### config.mk
export PLATFORM = sky130hd
export DESIGN_NAME = hms_timekeeper
export DESIGN_NICKNAME = d
export VERILOG_FILES = /design/src/rtl/hms_pkg.sv /design/src/rtl/hms_sync2.sv /design/src/rtl/hms_tick_gen.sv /design/src/rtl/hms_bcd_stage.sv /design/src/rtl/hms_timekeeper.sv
export SDC_FILE = /design/constraint.sdc
export NUM_CORES = 1
export LEC_CHECK = 0
export ABC_AREA = 0
export BUFFER_PORTS_ARGS = -buffer_cell sky130_fd_sc_hd__buf_2
export CORE_MARGIN = 3
export CORE_UTILIZATION = 60
export CTS_BUF_LIST = sky130_fd_sc_hd__clkbuf_4
export DETAILED_ROUTE_END_ITERATION = 6
export PLACE_DENSITY = 0.93
export SYNTH_ARGS = -nofsm -noshare
export SYNTH_HDL_FRONTEND = slang
export SYNTH_HIERARCHICAL = 1
export SYNTH_SLANG_ARGS = --single-unit
### constraint.sdc
create_clock -name clk -period 4.23 [get_ports clk]
set_input_delay 0.6345 -clock clk [delete_from_list [all_inputs] [get_ports clk]]
set_output_delay 0.6345 -clock clk [all_outputs]
set_load 0.02 [all_outputs]
### src/rtl/hms_pkg.sv
package hms_pkg;
    localparam int DIGIT_W = 4;

    typedef enum logic [1:0] {
        MODE_RUN      = 2'b00,
        MODE_SET_MIN  = 2'b01,
        MODE_SET_HR   = 2'b10,
        MODE_SET_BOTH = 2'b11
    } mode_e;
endpackage

### src/rtl/hms_sync2.sv
module hms_sync2 #(
    parameter int W = 2
) (
    input  logic         clk,
    input  logic         rst,
    input  logic [W-1:0] async_in,
    output logic [W-1:0] sync_out
);
    logic [W-1:0] meta_q;
    logic [W-1:0] hold_q;

    always_ff @(posedge clk) begin
        if (rst) begin
            meta_q <= '0;
            hold_q <= '0;
        end else begin
            meta_q <= async_in;
            hold_q <= meta_q;
        end
    end

    assign sync_out = hold_q;
endmodule

### src/rtl/hms_tick_gen.sv
module hms_tick_gen #(
    parameter int unsigned TICK_DIV = 25_000_000
) (
    input  logic clk,
    input  logic rst,
    output logic tick
);
    generate
        if (TICK_DIV <= 1) begin : g_pass
            logic unused_w;
            assign unused_w = clk ^ rst;
            assign tick     = 1'b1;
        end else begin : g_cnt
            localparam int CW = $clog2(TICK_DIV);
            localparam logic [CW-1:0] LAST = CW'(TICK_DIV - 1);
            logic [CW-1:0] cnt_q;

            always_ff @(posedge clk) begin
                if (rst) begin
                    cnt_q <= '0;
                end else if (cnt_q == LAST) begin
                    cnt_q <= '0;
                end else begin
                    cnt_q <= cnt_q + 1'b1;
                end
            end

            assign tick = (cnt_q == LAST);
        end
    endgenerate
endmodule

### src/rtl/hms_bcd_stage.sv
module hms_bcd_stage
    import hms_pkg::*;
#(
    parameter int TENS_MAX  = 5,
    parameter int UNITS_MAX = 9
) (
    input  logic               clk,
    input  logic               rst,
    input  logic               adv,
    output logic [DIGIT_W-1:0] tens,
    output logic [DIGIT_W-1:0] units,
    output logic               at_top
);
    localparam logic [DIGIT_W-1:0] T_TOP = DIGIT_W'(TENS_MAX);
    localparam logic [DIGIT_W-1:0] U_TOP = DIGIT_W'(UNITS_MAX);
    localparam logic [DIGIT_W-1:0] NINE  = DIGIT_W'(9);

    logic [DIGIT_W-1:0] tens_q;
    logic [DIGIT_W-1:0] units_q;

    assign at_top = (tens_q == T_TOP) && (units_q == U_TOP);

    always_ff @(posedge clk) begin
        if (rst) begin
            tens_q  <= '0;
            units_q <= '0;
        end else if (adv) begin
            if (at_top) begin
                tens_q  <= '0;
                units_q <= '0;
            end else if (units_q == NINE) begin
                tens_q  <= tens_q + 1'b1;
                units_q <= '0;
            end else begin
                units_q <= units_q + 1'b1;
            end
        end
    end

    assign tens  = tens_q;
    assign units = units_q;
endmodule

### src/rtl/hms_timekeeper.sv
module hms_timekeeper
    import hms_pkg::*;
#(
    parameter int unsigned TICK_DIV = 25_000_000
) (
    input  logic               clk,
    input  logic               rst,
    input  logic               set_min_sw,
    input  logic               set_hr_sw,
    output logic [DIGIT_W-1:0] hr_tens,
    output logic [DIGIT_W-1:0] hr_units,
    output logic [DIGIT_W-1:0] min_tens,
    output logic [DIGIT_W-1:0] min_units,
    output logic [DIGIT_W-1:0] sec_tens,
    output logic [DIGIT_W-1:0] sec_units
);
    localparam int NSW = 2;

    logic [NSW-1:0] sw_s;
    logic           tick_w;
    mode_e          mode_q;
    mode_e          mode_d;
    logic           min_from_tick;
    logic           hr_from_tick;
    logic           sec_top;
    logic           min_top;
    logic           hr_top;
    logic           sec_carry;
    logic           min_carry;
    logic           min_adv;
    logic           hr_adv;

    hms_sync2 #(.W(NSW)) sync_i (
        .clk      (clk),
        .rst      (rst),
        .async_in ({set_hr_sw, set_min_sw}),
        .sync_out (sw_s)
    );

    hms_tick_gen #(.TICK_DIV(TICK_DIV)) tick_i (
        .clk  (clk),
        .rst  (rst),
        .tick (tick_w)
    );

    // Mode state: next state follows the synchronised switch pair.
    always_comb begin
        unique case (sw_s)
            2'b01:   mode_d = MODE_SET_MIN;   // enter_set_min
            2'b10:   mode_d = MODE_SET_HR;    // enter_set_hr
            2'b11:   mode_d = MODE_SET_BOTH;  // enter_set_both
            default: mode_d = MODE_RUN;       // return_run
        endcase
    end

    always_ff @(posedge clk) begin
        if (rst) begin
            mode_q <= MODE_RUN;
        end else begin
            mode_q <= mode_d;
        end
    end

    // Mode outputs: which stages take the raw pulse.
    always_comb begin
        unique case (mode_q)
            MODE_RUN: begin
                min_from_tick = 1'b0;
                hr_from_tick  = 1'b0;
            end
            MODE_SET_MIN: begin
                min_from_tick = 1'b1;
                hr_from_tick  = 1'b0;
            end
            MODE_SET_HR: begin
                min_from_tick = 1'b0;
                hr_from_tick  = 1'b1;
            end
            default: begin
                min_from_tick = 1'b1;
                hr_from_tick  = 1'b1;
            end
        endcase
    end

    assign sec_carry = tick_w & sec_top;
    assign min_adv   = min_from_tick ? tick_w : sec_carry;
    assign min_carry = min_adv & min_top;
    assign hr_adv    = hr_from_tick ? tick_w : min_carry;

    hms_bcd_stage #(.TENS_MAX(5), .UNITS_MAX(9)) sec_i (
        .clk    (clk),
        .rst    (rst),
        .adv    (tick_w),
        .tens   (sec_tens),
        .units  (sec_units),
        .at_top (sec_top)
    );

    hms_bcd_stage #(.TENS_MAX(5), .UNITS_MAX(9)) min_i (
        .clk    (clk),
        .rst    (rst),
        .adv    (min_adv),
        .tens   (min_tens),
        .units  (min_units),
        .at_top (min_top)
    );

    hms_bcd_stage #(.TENS_MAX(2), .UNITS_MAX(3)) hr_i (
        .clk    (clk),
        .rst    (rst),
        .adv    (hr_adv),
        .tens   (hr_tens),
        .units  (hr_units),
        .at_top (hr_top)
    );

    logic unused_w;
    assign unused_w = hr_top;
endmodule

* Word level (Yosys, flattened, before mapping) *
Cells that the tools add are included.
W data, S select, Z words.

storage, ports and cells
  word-level logic and storage cells = 60
  input bits = 4
  output and inout bits = 24
  register bits after elaboration = 55

operators by class
  bitwise logic cells = 2
  equality and inequality tests = 13
  reduce and logical (&&, ||, !) cells = 13
  multiplexer cells = 15
  $add $sub $neg = 7

operator list
  operator                 count
  $mux W4                  12
  $add A25 B1 Y25 const B  1
  $eq A25 B25 Y1 const B   1
  $add A4 B1 Y4 const B    6
  $eq A4 B4 Y1 const B     3
  $eq A4 B2 Y1 const B     2
  $eq A4 B3 Y1 const B     2
  $eq A2 B2 Y1 const B     3
  $pmux W2 S3              1
  $reduce_and A2 Y1        3
  $reduce_bool A2 Y1       3
  $reduce_or A2 Y1         3
  $eq A2 B1 Y1 const B     2
  $logic_and A1 B1 Y1      3
  $and A1 B1 Y1            2
  $logic_not A2 Y1         1
  $mux W1                  2

* Logic depth before layout (Yosys ltp) *
  depth in word-level cells = 7
  mapped depth = 11
  depth with buffers taken out = 9

* Hierarchy *
Netlist, hierarchy kept.

modules (own cells, without submodules)
  module                     times used  sequential area each (sq um)  area an instance (sq um)  cells each
  hms_tick_gen               1           500.5                         1223.7                    138
  hms_bcd_stage (min_i ...)  2           160.2                         446.7                     50
  hms_bcd_stage (hr_i)       1           160.2                         457.9                     49
  hms_sync2                  1           80.1                          105.1                     8
  hms_timekeeper             1           40.0                          80.1                      8

* Worst setup path before layout *
Ideal clock, no wire load.

  path kind = register to register
  start = register tick_i.g_cnt.cnt_q[0]
  end = register min_i.tens_q[3], in the netlist min_i/tens[3]
  path slack = 1.084 ns
  library setup time = 0.070 ns
  arrival = 3.076 ns
  period minus slack after synthesis = 3.146 ns
  cell stages (with the launch flop) = 10
  required time = 4.160 ns
  buffers on the path = 1
  cell sequence = dfxtp_1 ha_1 and3_1 buf_2 nand4_1 nor4_1 o21a_1 nand4b_4 or4_1 a21oi_1

on the way
  cells in the longest elaborated chain, start to end = 4

RTL lines
  element                               line                  source
  start, declared                       hms_tick_gen.sv:16    logic [CW-1:0] cnt_q;
  start signal, assigned                hms_tick_gen.sv:24    cnt_q <= cnt_q + 1'b1;
  $eq A25 B25 Y1 *                      hms_tick_gen.sv:28    assign tick = (cnt_q == LAST);
  named net tick_w                      hms_timekeeper.sv:20  logic tick_w;
  $and A1 B1 Y1                         hms_timekeeper.sv:86  assign sec_carry = tick_w & sec_top;
  $mux W1 *                             hms_timekeeper.sv:87  assign min_adv = min_from_tick ? tick_w : sec_carry;
  named net min_adv                     hms_timekeeper.sv:30  logic min_adv;
  $reduce_and A2 Y1 (no source line) *  -
  end signal, assigned                  hms_bcd_stage.sv:32   tens_q <= tens_q + 1'b1;
  end, declared                         hms_bcd_stage.sv:18   logic [DIGIT_W-1:0] tens_q;

Mark *: on every way through the listed nets, which the timed path passes. The rest lies on a longest branch.
A chain may end at the register's enable or synchronous reset.

* Worst setup path after layout *
  start = register tick_i.g_cnt.cnt_q[0]
  end = register hr_i.tens_q[3], in the netlist hr_i/tens[3]

on the way
  cells in the longest elaborated chain, start to end = 6

RTL lines
  element                               line                  source
  $eq A25 B25 Y1 *                      hms_tick_gen.sv:28
  named net tick_w                      hms_timekeeper.sv:20
  $and A1 B1 Y1                         hms_timekeeper.sv:86
  $mux W1                               hms_timekeeper.sv:87
  $and A1 B1 Y1                         hms_timekeeper.sv:88  assign min_carry = min_adv & min_top;
  $mux W1 *                             hms_timekeeper.sv:89  assign hr_adv = hr_from_tick ? tick_w : min_carry;
  named net hr_adv                      hms_timekeeper.sv:31  logic hr_adv;
  $reduce_and A2 Y1 (no source line) *  -
  end signal, assigned                  hms_bcd_stage.sv:32
  end, declared                         hms_bcd_stage.sv:18

Marked as above.

==> metrics.md <==
| Metric | Value |
|---|---|
| Status | completed |
| CP startpoint kind | flip-flop |
| Reg2Reg Setup Slack | roughly 1.4 ns |
| TritonRoute pass-1 iters | 4 |
| Yosys warns | 6 |
| Worst VDD drop | 0.000212 V |
| Logic pwr share | 2.9% |
| Min Tclk post-route | 2.84 ns |
| Synth async-reset ratio | 0% |
| Slew Limit Fails | 0 |
| PwrDens | 281 nW/um^2 |
| Yosys cell types | 50 |
| Clk_lat worst skew | 0.38 ns |
| Clk sinks | 55 |
| Crit. Startpoint | tick_i/g_cnt.cnt_q[0] |
| Clk_skew | 0.0246 ns |
| Worst-Margin Slew | 0.683 ns |
| Net Count, Synth | 320 |
| CP required | 4.53 ns |
| R2r endpoint | hr_i/tens[3] |
| Fin nets | 346 |
| Initial antenna violation count | 0 |
| Area share of the largest cell type after synthesis | between 30% and 40% |
| Pint | 0.659 mW |
| Max-slew headroom | between 50% and 60% |
| Area Growth Syn to Fin | 8.25% |
| EDFF count, synth | 0 |
| Routed wire length | 5220 um |
| Core ar. | 4380 sq um |
| Worst-case hold slack | 0.458 ns |
| Post-Synthesis Cells | 303 |
| Hold Startpoint | sync_i/meta_q[1] |
| CTS tree | built |
| DR DRC count | 0 |
| Final hold vios | 0 |
| # resized after CTS | 0 |
| Setup Fix Bufs, Post-CTS | 0 |
| RSZ-0062 raised after global routing | false |
| H-tree Lvls | 2 |
| Net Sw Frac | 21.7% |
| Final setup violation count | 0 |
| GRT overflow | 0 |
| Ant diodes | 0 |
| Main synth FF type | dfxtp_1 |
| Largest cells by area after synthesis | dfxtp_1 (40%), ha_1 (5.9%), a21oi_1 (5.3%) |
| Fmax | 352 MHz |
| MaxCap Viol Count | 0 |
| FF/Latch Area | 1100 sq um |
| Via count | 2312 |
| Site row count | 24 |
| Period utilization | between 60% and 70% |
| ANT nets after route | 0 |
| Share of cells above drive strength 1 | approximately 15% |
| Hold Path Class | flip-flop to flip-flop |
| Critical path class | flip-flop to flip-flop |
| Initial Utilization | 63.0% |
| Register-to-Register Path Depth | 10 |
| Vias in the first global route | about 2100 |
| # IOs | 28 |
| Overall power | 0.841 mW |
| Iter 0 DRT Violations | approximately 160 |
| Worst Path Arrival | 3.14 ns |
| Pin count of the biggest net entering global routing | 35 |
| Post-Syn Area | 2760 sq um |
| Routed wire per std cell | 13.7 um |
| GP Congestion | approximately 0.8 |
| Dpl hpwl | 3700 um |
| Synth area leader | dfxtp_1 |
| Register area share after synthesis | 39.9% |
| Die height | between 70 and 80 um |
| Worst R2R Start | tick_i/g_cnt.cnt_q[0] |
| Total track usage | between 15 and 20% |
| Cts bufs inserted | 5 |
| Seq cells post-synth | 55 |
| P_sw | between 0.15 and 0.2 mW |
| Crit. End Element | flip-flop |
| Post-Place Setup Slack | ~1.4 ns |
| CP endpoint | hr_i/tens[3] |
| CTS Hold Buffers Added | 0 |
| Vias/cell | 6.05 |
| DIE WIDTH | about 74 um |
| Syn Area/Cell | 9.11 sq um |
| Sum Neg Setup Slack | 0 ns |
| Max Root-Sink Buffers | 2 |
| Worst-path fanout max | 11 |
| # fillers | 321 |
| Root Driver | clkbuf_4 |
| LEAKAGE | 1.18 nW |
| Reg clk slew, reported paths | around 0.14 ns |
| Worst setup margin | 1.39 ns |
| Global-route wire length before repair | 8700 um |
| Area taken by multi-input logic gates | roughly 1600 sq um |
| PortBufs | 27 |
| Clk pwr share | about a third |
| Die area | 5450 sq um |
| Sequential Power Share | 63.0% |
-- power by group through the flow --
stage          logic, mW  clock network, mW  registers, mW
5_1_grt           0.0273              0.314          0.531
2_1_floorplan     0.0171                  0          0.543
6_report          0.0240              0.287          0.530
3_3_place_gp      0.0237                  0          0.541
4_1_cts           0.0242              0.295          0.530
3_5_place_dp      0.0242                  0          0.541
-- cell families (layout without fill, tap and decap cells) --
kind of cell / count (synthesis) / after routing / share of synthesized area, %
and+or+nand+nor: 140 / 140 / 32.3
AOI/OAI and AO/OA: 63 / 63 / 14.1
DFF: 55 / 55 / 39.9
buffers and inverters: 20 / 47 / 4.03
adders and majority gates: 13 / 13 / 5.89
xor gates and xnor gates: 12 / 12 / 3.81
-- how the worst min path moves through the flow --
stage	to	slack (ns)	depth (start not counted)
4_1_cts	sync_i/meta_q[1]	0.45	2
2_1_floorplan	mode_q[0]	0.41	1
3_5_place_dp	sync_i/sync_out[1]	0.43	1
6_report	sync_i/sync_out[1]	0.46	1
3_3_place_gp	sync_i/sync_out[0]	0.42	1
5_1_grt	sync_i/meta_q[1]	0.46	2
-- through the flow --
| stage | instances | cell area (sq um) | util (%) |
|---|---|---|---|
| 2_1_floorplan | 303 | 2760 | - |
| 3_3_place_gp | 374 | 2910 | 66.3 |
| 3_5_place_dp | 374 | 2910 | 66.3 |
| 4_1_cts | 382 | 2990 | 68.2 |
| 5_1_grt | 382 | 2990 | 68.2 |
| 6_report | 382 | 2990 | 68.2 |
-- sequential cells by signal, summed over array words and instances, names as in the netlist --
name and cells:
sync_i/meta_q 2, hr_i/units 4, min_i/units 4, hr_i/tens 4, sync_i/sync_out 2, tick_i/g_cnt.cnt_q 25, min_i/tens 4, mode_q 2
sec_i/tens 4, sec_i/units 4
-- placed cells by master, fill, tap and decap left out, types with 7 or more instances in the layout --
cell      instances
dfxtp_1          55
a21oi_1          29
nand2_1          28
buf_2            27
o21ai_0          15
nor2_1           15
ha_1             13
nand3_1          12
or3_1            12
nand3b_1         11
inv_1            10
nand4_1          10
xor2_1           10
or4_1             8
nor2b_1           7
-- synth_stat cells (3+ instances only) --
master / instances
and4_1: 5
nand2_1: 28
xor2_1: 10
ha_1: 13
or3_1: 12
inv_1: 10
nand3b_1: 11
o31ai_1: 5
and3_1: 3
or4_1: 8
nand4_1: 10
nor2b_1: 7
nand3_1: 12
a21oi_1: 29
dfxtp_1: 55
nor2_1: 15
nand2b_1: 4
and3b_1: 3
buf_6: 3
o21ai_0: 15
-- area by class of cell --
cell class | instances | area share [%]
Clock inverter | 3 | 1.42
Sequential cell | 55 | 36.9
Timing Repair Buffer | 29 | 5.03
Tap cell | 52 | 2.18
Inverter | 10 | 1.26
Multi-Input combinational cell | 228 | 52.0
Clock buffer | 5 | 1.26
-- per-layer routing --
| layer | share of wire [%] | routed length (um) | GRT usage (%) | up-vias |
|---|---|---|---|---|
| met4 | 1.1 | 57 | 7.24 | 0 |
| met5 | 0 | 0 | 0 | - |
| met1 | 46 | 2420 | 25.9 | 1096 |
| met3 | 4.0 | 211 | 3.83 | 6 |
| met2 | 48 | 2530 | 32.7 | 49 |
| li1 | - | - | - | 1161 |
-- worst max-delay path, cell delays in order (launching register included) --
cell and delay (ns):
dfxtp_1 0.39, ha_1 0.20, and3_1 0.36, nand4_1 0.24
nor4_2 0.20, buf_4 0.23, o211ai_2 0.10, nand2_1 0.22
nand4b_1 0.29, or3_1 0.41, a21oi_1 0.13
(Power assumes the default switching activity.)
